## src/rtl/fclk_pkg.sv

```systemverilog
package fclk_pkg;
    localparam int SEL_W     = 2;
    localparam int NUM_GATES = 7;
    localparam int G_FAB     = 0;
    localparam int G_DMA     = 1;
    localparam int G_HOST    = 2;
    localparam int G_BRIDGE  = 3;
    localparam int G_LCD     = 4;
    localparam int G_EXPA    = 5;
    localparam int G_EXPB    = 6;
    localparam logic [NUM_GATES-1:0] GATE_RST = 7'h69;

    typedef struct packed {
        logic [SEL_W-1:0]     lcd_div;
        logic [SEL_W-1:0]     fab_div;
        logic [NUM_GATES-1:0] gate;
    } cfg_t;
endpackage

```

## src/rtl/fclk_cfg_regs.sv

```systemverilog
module fclk_cfg_regs
    import fclk_pkg::*;
#(
    parameter int DATA_W = 32,
    parameter int ADDR_W = 2
) (
    input  logic              clk,
    input  logic              rst_n,
    input  logic              wr_en,
    input  logic [ADDR_W-1:0] wr_addr,
    input  logic [DATA_W-1:0] wr_data,
    input  logic [ADDR_W-1:0] rd_addr,
    output logic [DATA_W-1:0] rd_data,
    output cfg_t              cfg
);
    localparam logic [ADDR_W-1:0] A_DIV  = ADDR_W'(0);
    localparam logic [ADDR_W-1:0] A_GATE = ADDR_W'(1);

    cfg_t cfg_d, cfg_q;

    always_comb begin
        cfg_d = cfg_q;
        if (wr_en) begin
            if (wr_addr == A_DIV) begin
                cfg_d.fab_div = wr_data[SEL_W-1:0];
                cfg_d.lcd_div = wr_data[2*SEL_W-1:SEL_W];
            end else if (wr_addr == A_GATE) begin
                cfg_d.gate = wr_data[NUM_GATES-1:0];
            end
        end
        rd_data = '0;
        if (rd_addr == A_DIV)
            rd_data[2*SEL_W-1:0] = {cfg_q.lcd_div, cfg_q.fab_div};
        else if (rd_addr == A_GATE)
            rd_data[NUM_GATES-1:0] = cfg_q.gate;
    end

    always_ff @(posedge clk) begin
        if (!rst_n) begin
            cfg_q.fab_div <= '0;
            cfg_q.lcd_div <= '0;
            cfg_q.gate    <= GATE_RST;
        end else begin
            cfg_q <= cfg_d;
        end
    end

    assign cfg = cfg_q;

    // a register changes only through a write to its address
    a_r9_gate_write_only: assert property (@(posedge clk) disable iff (!rst_n)
        !(wr_en && wr_addr == A_GATE) |=> $stable(cfg_q.gate));
endmodule

```

## src/rtl/fclk_pow2_div.sv

```systemverilog
module fclk_pow2_div #(
    parameter int SEL_W = 2
) (
    input  logic             clk,
    input  logic             rst_n,
    input  logic [SEL_W-1:0] sel_in,
    output logic             tick
);
    localparam int CNT_W = (1 << SEL_W) - 1;

    typedef struct packed {
        logic [CNT_W-1:0] cnt;
        logic [SEL_W-1:0] sel;
    } div_st_t;

    div_st_t st_d, st_q;
    logic [CNT_W:0]   one_hot;
    logic [CNT_W-1:0] last;

    always_comb begin
        one_hot = (CNT_W+1)'(1) << st_q.sel;
        last    = CNT_W'(one_hot - (CNT_W+1)'(1));
        tick    = (st_q.cnt == last);
        st_d    = st_q;
        if (tick) begin
            st_d.cnt = '0;
            st_d.sel = sel_in;     // new ratio only at a period boundary
        end else begin
            st_d.cnt = st_q.cnt + CNT_W'(1);
        end
    end

    always_ff @(posedge clk) begin
        if (!rst_n) st_q <= '0;
        else        st_q <= st_d;
    end

    // checker: cycles elapsed since the previous pulse
    logic [CNT_W:0] gap_q;
    always_ff @(posedge clk) begin
        if (!rst_n)    gap_q <= '0;
        else if (tick) gap_q <= '0;
        else           gap_q <= gap_q + (CNT_W+1)'(1);
    end

    // each period is exactly the ratio in force, never shortened
    a_r8_full_period: assert property (@(posedge clk) disable iff (!rst_n)
        tick |-> (gap_q + (CNT_W+1)'(1)) == ((CNT_W+1)'(1) << st_q.sel));
endmodule

```

## src/rtl/fabric_clk_ctl.sv

```systemverilog
module fabric_clk_ctl
    import fclk_pkg::*;
(
    input  logic        clk,
    input  logic        rst_n,
    input  logic        wr_en,
    input  logic [1:0]  wr_addr,
    input  logic [31:0] wr_data,
    input  logic [1:0]  rd_addr,
    output logic [31:0] rd_data,
    output logic        fab_tick,
    output logic        fab_ce,
    output logic        dma_ce,
    output logic        host_ce,
    output logic        bridge_ce,
    output logic        lcd_ce,
    output logic        exp_a_ce,
    output logic        exp_b_ce,
    output logic        lcdif_toggle
);
    localparam int NUM_DIV = 2;
    localparam int D_FAB   = 0;
    localparam int D_LCD   = 1;

    cfg_t cfg;
    logic [SEL_W-1:0]     div_sel [NUM_DIV];
    logic [NUM_DIV-1:0]   ticks;
    logic [NUM_GATES-1:0] gated;

    fclk_cfg_regs #(.DATA_W(32), .ADDR_W(2)) i_regs (
        .clk     (clk),
        .rst_n   (rst_n),
        .wr_en   (wr_en),
        .wr_addr (wr_addr),
        .wr_data (wr_data),
        .rd_addr (rd_addr),
        .rd_data (rd_data),
        .cfg     (cfg)
    );

    assign div_sel[D_FAB] = cfg.fab_div;
    assign div_sel[D_LCD] = cfg.lcd_div;

    for (genvar d = 0; d < NUM_DIV; d++) begin : g_div
        fclk_pow2_div #(.SEL_W(SEL_W)) i_div (
            .clk    (clk),
            .rst_n  (rst_n),
            .sel_in (div_sel[d]),
            .tick   (ticks[d])
        );
    end

    for (genvar g = 0; g < NUM_GATES; g++) begin : g_gate
        if (g == G_LCD) begin : g_lcd_src
            assign gated[g] = cfg.gate[g] & ticks[D_LCD];
        end else begin : g_fab_src
            assign gated[g] = cfg.gate[g] & ticks[D_FAB];
        end
    end

    typedef struct packed { logic tog; } strobe_st_t;
    strobe_st_t sb_d, sb_q;

    always_comb begin
        sb_d = sb_q;
        if (ticks[D_FAB]) sb_d.tog = ~sb_q.tog;
    end

    always_ff @(posedge clk) begin
        if (!rst_n) sb_q <= '0;
        else        sb_q <= sb_d;
    end

    assign fab_tick     = ticks[D_FAB];
    assign fab_ce       = gated[G_FAB];
    assign dma_ce       = gated[G_DMA];
    assign host_ce      = gated[G_HOST];
    assign bridge_ce    = gated[G_BRIDGE];
    assign lcd_ce       = gated[G_LCD];
    assign exp_a_ce     = gated[G_EXPA];
    assign exp_b_ce     = gated[G_EXPB];
    assign lcdif_toggle = sb_q.tog;

    // fabric-sourced enables never pulse off the fabric rate
    a_r5_gated_on_tick: assert property (@(posedge clk) disable iff (!rst_n)
        (dma_ce | host_ce | bridge_ce | fab_ce) |-> fab_tick);

    // exported copies only pulse with the fabric rate
    a_r6_export_on_tick: assert property (@(posedge clk) disable iff (!rst_n)
        (exp_a_ce | exp_b_ce) |-> fab_tick);

    // strobe inverts after every fabric tick, gating notwithstanding
    a_r7_strobe_runs: assert property (@(posedge clk) disable iff (!rst_n)
        fab_tick |=> lcdif_toggle != $past(lcdif_toggle));

    // first cycle out of reset has DMA, host and LCD enables off
    a_r4_reset_gates: assert property (@(posedge clk)
        (rst_n && $past(!rst_n)) |-> (!dma_ce && !host_ce && !lcd_ce && fab_ce && bridge_ce));
endmodule

```

## config.mk

```make
export PLATFORM = sky130hd
export DESIGN_NAME = fabric_clk_ctl
export DESIGN_NICKNAME = d
export VERILOG_FILES = /design/src/rtl/fclk_pkg.sv /design/src/rtl/fclk_cfg_regs.sv /design/src/rtl/fclk_pow2_div.sv /design/src/rtl/fabric_clk_ctl.sv
export SDC_FILE = /design/constraint.sdc
export NUM_CORES = 1
export LEC_CHECK = 0
export BUFFER_PORTS_ARGS = -buffer_cell sky130_fd_sc_hd__clkbuf_2
export CAP_MARGIN = 20
export CELL_PAD_IN_SITES_DETAIL_PLACEMENT = 0
export CELL_PAD_IN_SITES_GLOBAL_PLACEMENT = 1
export CORE_MARGIN = 2
export CORE_UTILIZATION = 34
export CTS_CLUSTER_DIAMETER = 200
export DETAILED_ROUTE_END_ITERATION = 12
export PLACE_DENSITY = 0.83
export SLEW_MARGIN = 20
export SYNTH_ARGS = -nofsm -noshare
export SYNTH_HDL_FRONTEND = slang
export SYNTH_HIERARCHICAL = 1
export SYNTH_SLANG_ARGS = --single-unit
```

## constraint.sdc

```tcl
create_clock -name clk -period 2.8 [get_ports clk]
set_input_delay 0.42 -clock clk [delete_from_list [all_inputs] [get_ports clk]]
set_output_delay 0.42 -clock clk [all_outputs]
set_load 0.01 [all_outputs]
```

==> qor.txt <==
status = finished clean
number of post-CTS setup repair buffers = 0
mapped cell area = 1518 um2
post-route minimum period = 2400 ps
routed len/inst = 11.71 um
Syn Area/Cell = 8.623 um2
share of flip-flops with an asynchronous set or reset = 0%
via count = 1175
vias in the first global route = 998
dominant synthesized flop cell = sky130_fd_sc_hd__dfxtp_1
hold-fix buffers at CTS = 0
DIE AREA = 5014 um2
xor/xnor cell area share of the yosys netlist = 1.731%
effective utilization at floorplan = 35.10%
count of cells resized by post-cts repair = 0
Worst R2R Path Depth = 5
worst hold-check path type = primary input to register
pin count of the biggest net entering global routing = 30
post-synthesis cell count = 176
Inserted Clock Buffers = 3
GR Util All Layers = 11.40%
setup repair after global routing missed its margin = false
maximum clock insertion buffer count = 2
number of core rows = 24
relative area change from synthesis to final layout = 5.111%
Die X = 70.81 um
Core Util, Final = 36.89%
IR Drop Worst-Case VDD = 0.1623 mV
CP Data Required Time = 2380 ps
number of nets in the layout = 238
number of I/O pins = 80
Period Utilization, post-route = 85.70%
fill cell count = 472
maximum fanout encountered on the critical timing path = 11
Setup-failing EPs final = 0
DRC violations left = 0
fraction of layout instances using a drive strength above 1 = 21.03%
clk_lat worst skew = 260 ps
clock slew seen by the registers of the worst setup and hold paths = 80 ps
critical path capture point type = output pin
data arrival time at the worst-slack endpoint = 1980 ps
total detailed-routing wirelength = 2892 um
chain of cells forming the critical path = or4b_4 > nand4_1 > o21a_1 > and2_2 > clkbuf_2
critical path buffer and inverter count = 1
critical path type = register to output pin
# port buffers = 29
number of antenna violations at the first check in global routing = 0
Synth warnings = 6
number of flops mapped to enable cells by yosys = 0
post-DP HPWL = 2108 um
static leakage = 0.7128 nW
count of max-cap constraint violations = 0
cell class contributing the biggest share of worst-path delay = simple AND/OR/NAND/NOR gates
# diodes = 0
number of H-tree branching levels = 1
most common cell after layout, fill and taps aside = sky130_fd_sc_hd__clkbuf_2
number of failing hold endpoints at the final stage = 0
clk sink count = 22
post-route setup TNS = 0 ps
compound-cell area share of the yosys netlist = 10.22%
combinational family with the most area after synthesis = simple AND/OR/NAND/NOR gates
root cell of the clock tree = sky130_fd_sc_hd__clkbuf_8
area fraction in and, or, nand and nor cells after synthesis = 31.00%
slowest stage cell, crit path = sky130_fd_sc_hd__or4b_4
Worst Hold Depth = 3
cell area power density = 421.7 nW/um2
Worst Setup Start Kind = register
delay of the slowest critical-path stage = 570 ps
post-synthesis sequential element count = 22
maximum clock skew at final layout = 0.7559 ps
number of cells on the critical path = 5
portion of netlist area occupied by mux cells = 7.255%
antenna violation net count after detailed routing = 0
TritonCTS clock tree = built
commonest non-fill, non-tap cells in the layout = 29 x sky130_fd_sc_hd__clkbuf_2, 25 x sky130_fd_sc_hd__conb_1, 22 x sky130_fd_sc_hd__dfxtp_1
worst slew margin relative to its limit = 63.55%
measured slew at the worst slew-check pin = 546.8 ps
Core Region = 4324 um2
Yosys cell types = 40
total iterations of the first detailed-routing run = 4
global placement routability congestion = 0.7597
adder-cell share of the synthesized area = 1.649%
remaining global-route overflow = 0
number of DRC markers after the initial detailed-route iteration = 24
Max Clock Freq = 416.7 MHz
Final Max Tran Viols = 0
via/cell ratio = 4.757
wire length of the first global-routing pass = 4602 um
height of the die = 70.81 um
portion of the post-synthesis area used by sequential elements = 29.02%
cells in the mapped netlist, drive strengths merged (3+ instances only):
library cell  count  area [um2]
nor3b             3       33.78
o211ai            4       30.03
a21oi             6       30.03
or3b              4       35.03
nand4             4       25.02
and2             11       76.32
nor2              4       15.01
mux2i            11       110.1
inv               6       22.52
buf              34       251.5
o21ai             6       30.03
clkbuf            3       12.51
nand4b            8       70.07
dfxtp            22       440.4
and3              4       25.02
nand2            14       52.55
tightest hold or removal path, delay by kind of cell:
| kind | cells | cell delay (ps) |
|---|---|---|
| buffers and inverters | 1 | 80 |
| multiplexers | 1 | 50 |
| AND/OR/NAND/NOR | 1 | 40 |
cell families after synthesis:
family,Yosys count
adder cells (fa/ha/maj),2
AND/OR/NAND/NOR,70
XOR/XNOR,3
buffers and inverters,43
AO/OA/AOI/OAI,24
multiplexers,11
flip-flops,22
other,1
sequential cells by signal (all words and copies together) (netlist names):
| register | cells |
|---|---|
| i_regs/cfg | 11 |
| g_div.i_div/st_q | 10 |
| lcdif_toggle | 1 |
metrics by stage:
stage | worst slack (ps) | instance area, um2 | hold slack [ps] | instances | power, mW
after detailed placement | 689.0 | 1554 | 462.4 | 244 | 0.4830
after CTS | 393.3 | 1595 | 375.5 | 247 | 0.6794
after global placement | 684.0 | 1554 | 462.2 | 244 | 0.4820
after floorplan | 915.1 | 1608 | 438.6 | 200 | 0.4640
after global routing | 309.6 | 1595 | 397.5 | 247 | 0.7035
final | 400.5 | 1595 | 373.9 | 247 | 0.6727
final cells by class:
class                      instances  area (um2)  area share (%)
multi-input combinational        135       880.8           55.22
sequential                        22       440.4           27.61
timing repair buffer              29       145.1           9.098
tap                               52       65.06           4.078
clock buffer                       3       41.29           2.588
inverter                           6       22.52           1.412
metal layers:
metal | wire [um] | track usage [%]
met4 | 38 | 4.612
met5 | 0 | 0
met2 | 1281 | 16.61
met3 | 147 | 2.279
met1 | 1424 | 16.40
path summary, 6_finish.rpt:
check	startpoint	end	slack [ps]
min reg2reg	i_regs/cfg[2]	i_regs/cfg[2]	480
max reg2reg	g_div[0].i_div/st_q[1]	lcdif_toggle	1040
min	wr_data[4]	i_regs/cfg[4]	370
max	g_div[0].i_div/st_q[1]	host_ce	400
where the power goes:
group,switching (mW),internal [mW]
Combinational,0.0739,0.0574
Clock,0.102,0.0961
Sequential,0.0169,0.326
Total,0.193,0.480
No activity file was read; power rests on OpenSTA's default activity.
